`src/rtl/segcls_pkg.sv`:
```
package segcls_pkg;

    localparam int VA_W        = 32;
    localparam int HALF_W      = 16;
    localparam int BASE_W      = 7;
    localparam int BASE_LSB    = 9;
    localparam int AM_W        = 3;
    localparam int MAP_SHIFT   = 8;

    localparam logic [AM_W-1:0] AM_RESERVED = 3'd6;

    localparam logic [31:0] GATE_KERN = 32'h7000_0000;
    localparam logic [31:0] GATE_SUPV = 32'hC038_0000;
    localparam logic [31:0] GATE_USER = 32'hE418_0000;

    localparam logic [VA_W-1:0] OFS_WIDE   = 32'h3FFF_FFFF;
    localparam logic [VA_W-1:0] OFS_NARROW = 32'h1FFF_FFFF;

    typedef enum logic [1:0] {
        CLS_UNMAPPED = 2'd0,
        CLS_MAPPED   = 2'd1,
        CLS_ADDRERR  = 2'd2
    } seg_class_e;

    typedef enum logic [1:0] {
        LVL_KERN = 2'd0,
        LVL_SUPV = 2'd1,
        LVL_USER = 2'd2,
        LVL_SPARE = 2'd3
    } priv_lvl_e;

    typedef struct packed {
        logic [BASE_W-1:0] base;
        logic [1:0]        rsvd_hi;
        logic [AM_W-1:0]   am;
        logic              eu;
        logic [2:0]        rsvd_lo;
    } seg_half_t;

    typedef struct packed {
        seg_half_t half;
        logic      wide;
    } seg_pick_t;

    function automatic logic [31:0] gate_for(input priv_lvl_e lvl);
        case (lvl)
            LVL_KERN: return GATE_KERN;
            LVL_SUPV: return GATE_SUPV;
            default:  return GATE_USER;
        endcase
    endfunction

    function automatic seg_half_t split_half(input logic [31:0] word, input logic upper);
        return upper ? seg_half_t'(word[31:16]) : seg_half_t'(word[15:0]);
    endfunction

endpackage

```
`src/rtl/seg_select.sv`:
```
module seg_select
    import segcls_pkg::*;
(
    input  logic [VA_W-1:0] vaddr,
    input  logic [31:0]     ctl0,
    input  logic [31:0]     ctl1,
    input  logic [31:0]     ctl2,
    output seg_pick_t       pick
);
    always_comb begin
        pick = '0;
        unique case (vaddr[31:29])
            3'b000, 3'b001: begin pick.half = split_half(ctl2, 1'b1); pick.wide = 1'b1; end
            3'b010, 3'b011: begin pick.half = split_half(ctl2, 1'b0); pick.wide = 1'b1; end
            3'b100:         begin pick.half = split_half(ctl1, 1'b1); pick.wide = 1'b0; end
            3'b101:         begin pick.half = split_half(ctl1, 1'b0); pick.wide = 1'b0; end
            3'b110:         begin pick.half = split_half(ctl0, 1'b1); pick.wide = 1'b0; end
            default:        begin pick.half = split_half(ctl0, 1'b0); pick.wide = 1'b0; end
        endcase
    end
endmodule

```
`src/rtl/seg_access_decode.sv`:
```
module seg_access_decode
    import segcls_pkg::*;
(
    input  logic [AM_W-1:0] am,
    input  logic            eu,
    input  priv_lvl_e       lvl,
    input  logic            err_level,
    output seg_class_e      cls
);
    logic [31:0] gate;
    logic [4:0]  err_idx;
    logic [4:0]  map_idx;
    logic        err_hit;
    logic        map_hit;

    always_comb begin
        gate    = gate_for(lvl);
        err_idx = 5'd31 - {2'b00, am};
        map_idx = (lvl == LVL_KERN) ? err_idx : (err_idx - 5'(MAP_SHIFT));
        err_hit = (lvl != LVL_KERN) && gate[err_idx];
        map_hit = gate[map_idx];

        if (err_level && eu)
            cls = CLS_UNMAPPED;
        else if (am == AM_RESERVED)
            cls = CLS_ADDRERR;
        else if (err_hit)
            cls = CLS_ADDRERR;
        else if (map_hit)
            cls = CLS_MAPPED;
        else
            cls = CLS_UNMAPPED;
    end
endmodule

```
`src/rtl/seg_paddr_form.sv`:
```
module seg_paddr_form
    import segcls_pkg::*;
#(
    parameter int PA_SHIFT = 20
) (
    input  logic [VA_W-1:0]              vaddr,
    input  seg_pick_t                    pick,
    output logic [HALF_W+PA_SHIFT-1:0]   paddr
);
    localparam int PW  = HALF_W + PA_SHIFT;
    localparam int EXT = PW - VA_W;

    logic [PW-1:0] base;
    logic [PW-1:0] ofs_mask;
    logic [PW-1:0] va_ext;

    always_comb begin
        base     = {pick.half.base, {(BASE_LSB + PA_SHIFT){1'b0}}};
        ofs_mask = {{EXT{1'b0}}, (pick.wide ? OFS_WIDE : OFS_NARROW)};
        va_ext   = {{EXT{1'b0}}, vaddr};
        paddr    = (base & ~ofs_mask) | (va_ext & ofs_mask);
    end
endmodule

```
`src/rtl/seg_classifier.sv`:
```
module seg_classifier
    import segcls_pkg::*;
#(
    parameter int PA_SHIFT = 20
) (
    input  logic                       clk,
    input  logic                       rst,
    input  logic [31:0]                vaddr,
    input  logic [1:0]                 priv,
    input  logic                       err_level,
    input  logic [31:0]                seg_ctl0,
    input  logic [31:0]                seg_ctl1,
    input  logic [31:0]                seg_ctl2,
    output logic [1:0]                 out_class,
    output logic [HALF_W+PA_SHIFT-1:0] out_paddr
);
    localparam int PW = HALF_W + PA_SHIFT;

    seg_pick_t     pick;
    seg_class_e    cls_d;
    seg_class_e    cls_q;
    logic [PW-1:0] pa_raw;
    logic [PW-1:0] pa_d;
    logic [PW-1:0] pa_q;

    seg_select u_sel (
        .vaddr (vaddr),
        .ctl0  (seg_ctl0),
        .ctl1  (seg_ctl1),
        .ctl2  (seg_ctl2),
        .pick  (pick)
    );

    seg_access_decode u_dec (
        .am        (pick.half.am),
        .eu        (pick.half.eu),
        .lvl       (priv_lvl_e'(priv)),
        .err_level (err_level),
        .cls       (cls_d)
    );

    seg_paddr_form #(.PA_SHIFT(PA_SHIFT)) u_pa (
        .vaddr (vaddr),
        .pick  (pick),
        .paddr (pa_raw)
    );

    always_comb pa_d = (cls_d == CLS_UNMAPPED) ? pa_raw : '0;

    always_ff @(posedge clk) begin
        if (rst) begin
            cls_q <= CLS_UNMAPPED;
            pa_q  <= '0;
        end else begin
            cls_q <= cls_d;
            pa_q  <= pa_d;
        end
    end

    assign out_class = cls_q;
    assign out_paddr = pa_q;
endmodule

```
`config.mk`:
```
export PLATFORM = sky130hd
export DESIGN_NAME = seg_classifier
export DESIGN_NICKNAME = d
export VERILOG_FILES = /design/src/rtl/segcls_pkg.sv /design/src/rtl/seg_select.sv /design/src/rtl/seg_access_decode.sv /design/src/rtl/seg_paddr_form.sv /design/src/rtl/seg_classifier.sv
export SDC_FILE = /design/constraint.sdc
export NUM_CORES = 1
export LEC_CHECK = 0
export BUFFER_PORTS_ARGS = -buffer_cell sky130_fd_sc_hd__clkbuf_2
export CAP_MARGIN = 0
export CORE_MARGIN = 1
export CORE_UTILIZATION = 35
export DETAILED_ROUTE_END_ITERATION = 6
export PLACE_DENSITY = 0.85
export SLEW_MARGIN = 20
export SYNTH_ARGS = -nofsm -noshare
export SYNTH_HDL_FRONTEND = slang
export SYNTH_SLANG_ARGS = --single-unit
```
`constraint.sdc`:
```
create_clock -name clk -period 2.2 [get_ports clk]
set_input_delay 0.11 -clock clk [delete_from_list [all_inputs] [get_ports clk]]
set_output_delay 0.11 -clock clk [all_outputs]
set_load 0.005 [all_outputs]
```
==> flow_summary_export.csv, run 1 <==
group,metric,value,unit
outcome,outcome,"finished, final reports clean",
floorplan,dieHeight,74.0,um
yosys,synthArstFlopShare,0,
floorplan,ios,171,
sta,period_needed,1.75,ns
pwr,p_leak,1.35,nW
yosys,ys_warn_count,0,
routing,num_vias,1867,
clocking,cts_hold_buffers,0,
yosys,synth_xor_area_frac,0,
cells_and_area,final_cell_area,2670,um2
routing,first_pass_iters,4,
floorplan,core_area,4850,um2
yosys,ys.flop_type,"dfxtp_1",
cells_and_area,final_cells,402,
sta,rsz0062_at_grt,"false",
clocking,cts_tree,"done",
worst_setup_path,cp_slowest_cell,"a221oi_4",
sta,slew_headroom,0.741,
hold_path,hold_class,"in2reg",
pwr,switchingPower,410,uW
worst_setup_path,slowest_delay,0.43,ns
clocking,cts_setup_buffers,0,
routing,route.detailed.drc,0,
yosys,yosys.area_share.simple,0.236,
routing,antenna_left,0,
yosys,yosysTopAreaCell,"dfxtp_1",
pwr,clockPowerShare,0.301,
placement,port_buffers,138,
cells_and_area,antennaDiodeCount,0,
flow_run,drv_cap,0,
placement,placed_cells,394,
grt,gr-total-overflow,0,
worst_setup_path,cp_max_fo,13,
floorplan,fp.dieW,74.0,um
grt,grt_max_degree,25,
yosys,synth_area,1820,um2
pwr,ir_drop,0.000285,V
placement,post_dp_cell_area,2570,um2
routing,routedWlPerCell,11.7,um
worst_setup_path,cp-start-kind,"primary input",
pwr,seqPwrFrac,0.470,
sta,hold_violations,0,
routing,vias_per_cell,4.64,
placement,dp_hpwl,3.82,mm
pwr,pwr-share-comb,0.229,
clocking,cts-root-buf,"clkbuf_8",
sta,worst_slew_pin_slew,0.378,ns
floorplan,start_util,0.374,
sta,setup_ws,0.450,ns
grt,grt_pass1_vias,1619,
yosys,synth_seq_area_share,0.419,
clocking,clock_path_buffers,2,
yosys,synth.avg_cell_area,9.36,um2
cells_and_area,drive_gt1_frac,0.493,
yosys,syn_nets,327,
pwr,totalPowerFinal,1.60,mW
yosys,synth_top_family_by_area,"simple AND/OR/NAND/NOR gates",
yosys,synth_edf_count,0,
yosys,synth.top_cell.area_share,0.419,
placement,gp_congestion,0.766,
pwr,switching_share,0.257,
yosys,ys_ff_latch,38,
cells_and_area,final_nets,467,
sta,finalSetupViolCount,0,
cells_and_area,area_growth,47.0,%
worst_setup_path,cp_cell_sequence,"clkbuf_2 > mux2i_1 > o21ai_1 > a221oi_4 > o21ai_2 > a221oi_4 > buf_4 > nor3_1",
clocking,htree_levels,2,
sta,tns,0,ns
clocking,cts-buffers-inserted,5,
clocking,path_clk_slew,0.07,ns
sta,fmax,571,MHz
worst_setup_path,worst-path-buf-inv,2,
worst_setup_path,critical_path.top_delay_family,"compound AO/OA/AOI/OAI gates",
routing,finalWirelength,4.69,mm
yosys,synth-compound-area-share,0.212,
sta,maxSlewViolCount,0,
yosys,ys_types,38,
floorplan,placementRows,25,
grt,grt_pass1_wl,7.02,mm
worst_setup_path,cp_data_arrival_time,1.92,ns
yosys,synth_cells,194,
grt,antenna_found_initial,0,
worst_setup_path,setup.worst_path.class,"in2reg",
yosys,synth_mux_area_frac,0.0669,
pwr,powerDensity,598,nW/um2
clocking,ctsResizeCount,0,
pwr,p_int,1.19,mW
worst_setup_path,crit_top_cell,"a221oi_4",
sta,fin_crit_sh,0.796,
floorplan,die_area,5480,um2
worst_setup_path,endpoint_kind,"register",
placement,dp_worst_setup_slack,0.141,ns
grt,track_usage,0.164,
routing,drt_iter0_drc,44,
clocking,cts_num_sinks,38,
yosys,synth_area_leaders,"dfxtp_1 (42%), nor2b_1 (10%), mux2i_1 (6.1%)",
yosys,synth-adder-area-share,0,
worst_setup_path,worstPathRequired,2.37,ns
## flip-flops by register name, summed over array words and instances, names as in the netlist
name       flops
out_paddr     36
out_class      2
## synth_stat cells, types with 2 or more instances
library cell  count
nor2_1           13
a221oi_4          2
a22o_1            7
a21boi_1          2
o21ai_1           2
nand3b_1          9
mux2i_1          11
nand2_1           3
nor3_1            8
nor2b_1          30
a21oi_1           7
buf_6             3
buf_2             2
a221oi_2          2
o21ai_0          16
buf_4             4
clkbuf_1          4
nand2b_1          3
a211o_1           2
inv_1             8
dfxtp_1          38
nor4_1            2
## logic make-up after synthesis
kind of cell | Yosys count
simple gates | 73
buf+inv | 21
mux | 12
compound gates | 50
flops | 38
## stage by stage
step | utilization | hold slack, ns
2_1_floorplan | - | 0.188
3_3_place_gp | 0.531 | 0.317
3_5_place_dp | 0.531 | 0.322
4_1_cts | 0.550 | 0.0229
5_1_grt | 0.550 | 0.0288
6_report | 0.550 | 0.0317
## cells in the final DEF, fill, tap and decap left out, types with 3 or more instances in the layout
cell and n:
inv_1 8, clkbuf_8 6, a21oi_1 7, buf_4 7, nor3_1 8, o21ai_0 16, nand3b_1 9, nand2b_1 3
mux2i_1 11, nor2_1 13, dfxtp_1 38, clkbuf_2 138, nand2_1 3, a22o_1 7, nor2b_1 30
## path summary, 6_finish.rpt
| kind | startpoint | endpoint | depth (start not counted) |
|---|---|---|---|
| hold / removal | vaddr[13] | out_paddr[13] | 2 |
| setup / recovery | vaddr[30] | out_paddr[32] | 8 |
## power by group through the flow
stage | sequential [mW] | combinational [mW] | clock [mW]
detailed placement | 0.767 | 0.368 | 0
floorplan | 0.773 | 0.190 | 0
finish | 0.750 | 0.365 | 0.481
CTS | 0.750 | 0.369 | 0.497
global route | 0.755 | 0.409 | 0.532
global placement | 0.764 | 0.360 | 0
## metal layers
layer	vias up	routed length (um)	GRT usage
met2	77	2410	0.297
met3	9	295	0.0339
met4	0	74	0.0620
met5	-	0	0
li1	959	-	-
met1	822	1910	0.188
## area by class of cell
type,instances,area [um2]
multi-input cells,135,936
well taps,67,83.8
clock buffers,6,82.6
inverters,8,30.0
fillers,453,2180
repair buffers,146,763
flip-flops and latches,38,761
clock inverters,2,12.5
Power figures use the tool's default switching activity.
==> run 2, diff against run 1 <==
clock period = 1.8 ns   (was 2.2 ns; I/O delays follow)
==> flow_summary_export.csv, run 2 (synthesis gave the netlist of run 1 again) <==
group,metric,value,unit
pwr,totalPowerFinal,2.10,mW
pwr,powerDensity,757,nW/um2
routing,num_vias,1952,
outcome,outcome,"finished, final reports clean",
cells_and_area,final_nets,478,
sta,hold_violations,0,
clocking,path_clk_slew,0.07,ns
sta,maxSlewViolCount,0,
clocking,cts-buffers-inserted,5,
placement,dp_hpwl,3.89,mm
placement,port_buffers,138,
sta,slew_headroom,0.719,
hold_path,holdPathStages,2,
sta,finalSetupViolCount,0,
worst_setup_path,setup.worst_path.class,"in2reg",
floorplan,dieHeight,74.0,um
sta,worst_slew_pin_slew,0.417,ns
routing,first_pass_iters,4,
cells_and_area,antennaDiodeCount,0,
clocking,htree_levels,2,
grt,grt_max_degree,25,
clocking,cts_hold_buffers,0,
routing,drt_iter0_drc,51,
clocking,cts_num_sinks,38,
grt,track_usage,0.164,
worst_setup_path,cp_data_arrival_time,1.85,ns
worst_setup_path,cp_max_fo,12,
sta,tns,0,ns
placement,dp_worst_setup_slack,-0.187,ns
floorplan,ios,171,
clocking,cts-root-buf,"clkbuf_8",
cells_and_area,fill_cells,437,
floorplan,fp.dieW,74.0,um
floorplan,die_area,5480,um2
placement,gp_congestion,0.869,
sta,period_needed,1.67,ns
pwr,ir_drop,0.000379,V
routing,finalWirelength,4.73,mm
grt,antenna_found_initial,0,
sta,setup_ws,0.126,ns
grt,gr-total-overflow,0,
clocking,clock_path_buffers,2,
floorplan,start_util,0.374,
routing,antenna_left,0,
grt,grt_pass1_wl,7.08,mm
cells_and_area,largest_reg_flops,36,
cells_and_area,area_growth,52.6,%
cells_and_area,drive_gt1_frac,0.507,
sta,rsz0062_at_grt,"false",
cells_and_area,layout_common_cells,"clkbuf_2 (138), dfxtp_1 (38), nor2b_1 (30), buf_4 (18), o21ai_0 (16)",
grt,grt_pass1_vias,1719,
floorplan,placementRows,25,
routing,routedWlPerCell,11.5,um
floorplan,core_area,4850,um2
cells_and_area,mostFrequentLayoutCell,"clkbuf_2",
worst_setup_path,cp-start-kind,"primary input",
clocking,cts_tree,"done",
worst_setup_path,endpoint_kind,"register",
routing,route.detailed.drc,0,
worst_setup_path,worstPathRequired,1.97,ns
pwr,p_leak,1.42,nW
hold_path,hold_class,"in2reg",
routing,vias_per_cell,4.74,
sta,fin_crit_sh,0.930,
sta,fmax,597,MHz
flow_run,drv_cap,0,
## run 2: cell types whose count changed in the layout (fill, tap and decap cells not counted)
cell	before	now
clkinv_2	1	0
buf_4	7	18
a2111oi_1	0	1
a2111oi_0	1	0
bufinv_16	0	1
clkinvlp_4	1	0
## run 2: path summary, 6_finish.rpt
kind      start             to  slack [ns]
max   vaddr[30]  out_paddr[31]        0.13
min   vaddr[11]  out_paddr[11]        0.02
## run 2: what timing repair did
item                       CTS  global route
setup endpoints to repair    0             5
gates resized for setup      0             1
hold endpoints to repair     0             0
setup buffers                0             1
## run 2: worst max-delay path: stages
cell and delay [ns]:
clkbuf_2 0.24, mux2i_1 0.22, o21ai_1 0.11, a221oi_4 0.40, o21ai_2 0.13, a221oi_4 0.35
buf_4 0.24, nor3_1 0.07
## run 2: final cells by class
class	count	area [um2]	share of cell area
timing repair buffer	157	846	0.305
clock buffer	6	82.6	0.0298
sequential	38	761	0.275
tap	67	83.8	0.0303
multi-input combinational	135	937	0.338
inverter	8	30.0	0.0108
clock inverter	1	30.0	0.0108
## run 2: per-stage QoR
| stage | hold WS, ns | util | std cells | cell area, um2 |
|---|---|---|---|---|
| final | 0.0169 | 0.571 | 412 | 2770 |
| after global routing | 0.0117 | 0.571 | 412 | 2770 |
| after CTS | 0.00712 | 0.570 | 411 | 2760 |
| after detailed placement | 0.306 | 0.546 | 404 | 2650 |
| after global placement | 0.298 | 0.546 | 404 | 2650 |
| after floorplan | 0.168 | - | 194 | 1820 |
## run 2: where the power goes
group | total, mW | internal (mW) | switching, mW
Clock | 0.711 | 0.443 | 0.268
Sequential | 0.917 | 0.902 | 0.0155
Combinational | 0.469 | 0.258 | 0.212
## run 2: per-layer routing
metal	track usage	up-vias	part of all wire	routed length, um
li1	-	981	-	-
met1	0.180	879	0.40	1890
met2	0.303	83	0.52	2450
met3	0.0393	9	0.066	314
met4	0.0662	0	0.018	84
met5	0	-	0	0
==> run 3, diff against run 2 <==
HOLD_SLACK_MARGIN = 0.1   (was unset)
==> flow_summary_export.csv, run 3 (synthesis gave the netlist of run 1 again) <==
group,metric,value,unit
hold_path,hold_start,"seg_ctl0[9]",
sta,hold_violations,0,
cells_and_area,fill_cells,388,
pwr,p_int,1.65,mW
routing,routedWlPerCell,12.1,um
pwr,powerDensity,692,nW/um2
sta,maxSlewViolCount,0,
cells_and_area,antennaDiodeCount,0,
sta,hold_slack,0.162,ns
sta,rsz0062_at_grt,"false",
sta,fin_crit_sh,0.918,
pwr,switching_share,0.237,
cells_and_area,final_cell_area,3130,um2
placement,placed_cells,404,
floorplan,dieHeight,74.0,um
routing,finalWirelength,5.42,mm
clocking,cts_num_sinks,38,
outcome,outcome,"finished, final reports clean",
floorplan,die_area,5480,um2
worst_setup_path,startpoint,"vaddr[30]",
routing,first_pass_iters,4,
routing,drt_iter0_drc,54,
hold_path,hold_class,"in2reg",
clocking,path_clk_slew,0.07,ns
pwr,totalPowerFinal,2.17,mW
clocking,clock_path_buffers,2,
clocking,htree_levels,2,
sta,fmax,605,MHz
pwr,p_leak,1.57,nW
pwr,clockPowerShare,0.328,
grt,track_usage,0.194,
pwr,seqPwrFrac,0.424,
placement,dp_hpwl,3.89,mm
cells_and_area,largest_reg_flops,36,
grt,grt_pass1_wl,8.28,mm
floorplan,ios,171,
hold_path,holdPathStages,5,
sta,worst_slew_pin_slew,0.412,ns
grt,gr-total-overflow,0,
routing,vias_per_cell,4.71,
cells_and_area,area_growth,72.6,%
cells_and_area,final_nets,514,
pwr,switchingPower,513,uW
placement,gp_congestion,0.869,
cells_and_area,mostFrequentLayoutCell,"clkbuf_2",
flow_run,drv_cap,0,
placement,port_buffers,138,
routing,route.detailed.drc,0,
cells_and_area,drive_gt1_frac,0.459,
floorplan,start_util,0.374,
clocking,cts_tree,"done",
clocking,cts-root-buf,"clkbuf_8",
sta,period_needed,1.65,ns
grt,antenna_found_initial,0,
worst_setup_path,setup.worst_path.class,"in2reg",
grt,grt_max_degree,25,
placement,post_dp_cell_area,2650,um2
worst_setup_path,cp-start-kind,"primary input",
sta,finalSetupViolCount,0,
worst_setup_path,cp_data_arrival_time,1.83,ns
routing,num_vias,2108,
floorplan,placementRows,25,
clocking,cts-buffers-inserted,5,
cells_and_area,layout_common_cells,"clkbuf_2 (138), dfxtp_1 (38), dlygate4sd3_1 (36), nor2b_1 (30), buf_4 (17)",
cells_and_area,final_cells,448,
pwr,ir_drop,0.000373,V
floorplan,fp.dieW,74.0,um
grt,grt_pass1_vias,2031,
worst_setup_path,worstPathRequired,1.97,ns
routing,antenna_left,0,
hold_path,hold-path-endpoint,"out_paddr[29]",
sta,slew_headroom,0.722,
worst_setup_path,cp_max_fo,24,
floorplan,core_area,4850,um2
worst_setup_path,endpoint_kind,"register",
pwr,pwr-share-comb,0.248,
cells_and_area,fin_util,0.646,
==> run 3: changes by cell type in the layout (fill, tap and decap cells not counted) <==
cell,before,now
buf_4,18,17
dlygate4sd3_1,0,36
buf_6,0,1
==> run 3: worst max-delay path by stage <==
stage          depth (start not counted)            end
5_1_grt                                8  out_paddr[34]
4_1_cts                                8  out_paddr[31]
2_1_floorplan                          8  out_paddr[30]
6_report                               8   out_paddr[5]
3_3_place_gp                           8  out_paddr[31]
3_5_place_dp                           8  out_paddr[31]
==> run 3: timing repair <==
item | in CTS | in global routing
setup buffers | 0 | 1
endpoints found under the hold margin | 36 | 0
endpoints found under the setup margin | 0 | 10
resized for setup | 0 | 2
hold buffers | 36 | 0
==> run 3: power by group through the flow <==
stage	clock network, mW	logic, mW	registers (mW)
final	0.711	0.538	0.919
after floorplan	0	0.232	0.945
after CTS	0.734	0.531	0.918
after detailed placement	0	0.467	0.937
after global placement	0	0.456	0.935
after global routing	0.772	0.596	0.925
==> run 3: stage by stage <==
stage / setup WS [ns] / setup TNS, ns
after global routing: 0.0371 / 0
after CTS: 0.117 / 0
after detailed placement: -0.187 / -5.36
final: 0.148 / 0
after global placement: -0.139 / -3.81
after floorplan: 0.00886 / 0
==> run 3: worst max-delay path: stages <==
cell	delay, ns
clkbuf_2	0.24
mux2i_1	0.22
o21ai_1	0.11
a221oi_4	0.40
o21ai_2	0.13
a221oi_4	0.37
buf_12	0.20
nor2b_1	0.06
==> run 3: layer usage <==
metal	up-vias	wire, um	track usage
met5	-	0	0
met4	0	156	0.0897
met3	17	360	0.0434
met2	93	2880	0.372
met1	946	2020	0.197
li1	1052	-	-
==> run 3: final cells by class <==
cell class | count | area [um2] | share of cell area
Sequential cell | 38 | 761 | 0.243
Inverter | 8 | 30.0 | 0.00958
Multi-Input combinational cell | 135 | 937 | 0.299
Clock inverter | 1 | 30.0 | 0.00958
Timing Repair Buffer | 193 | 1210 | 0.386
Clock buffer | 6 | 82.6 | 0.0263
Tap cell | 67 | 83.8 | 0.0267
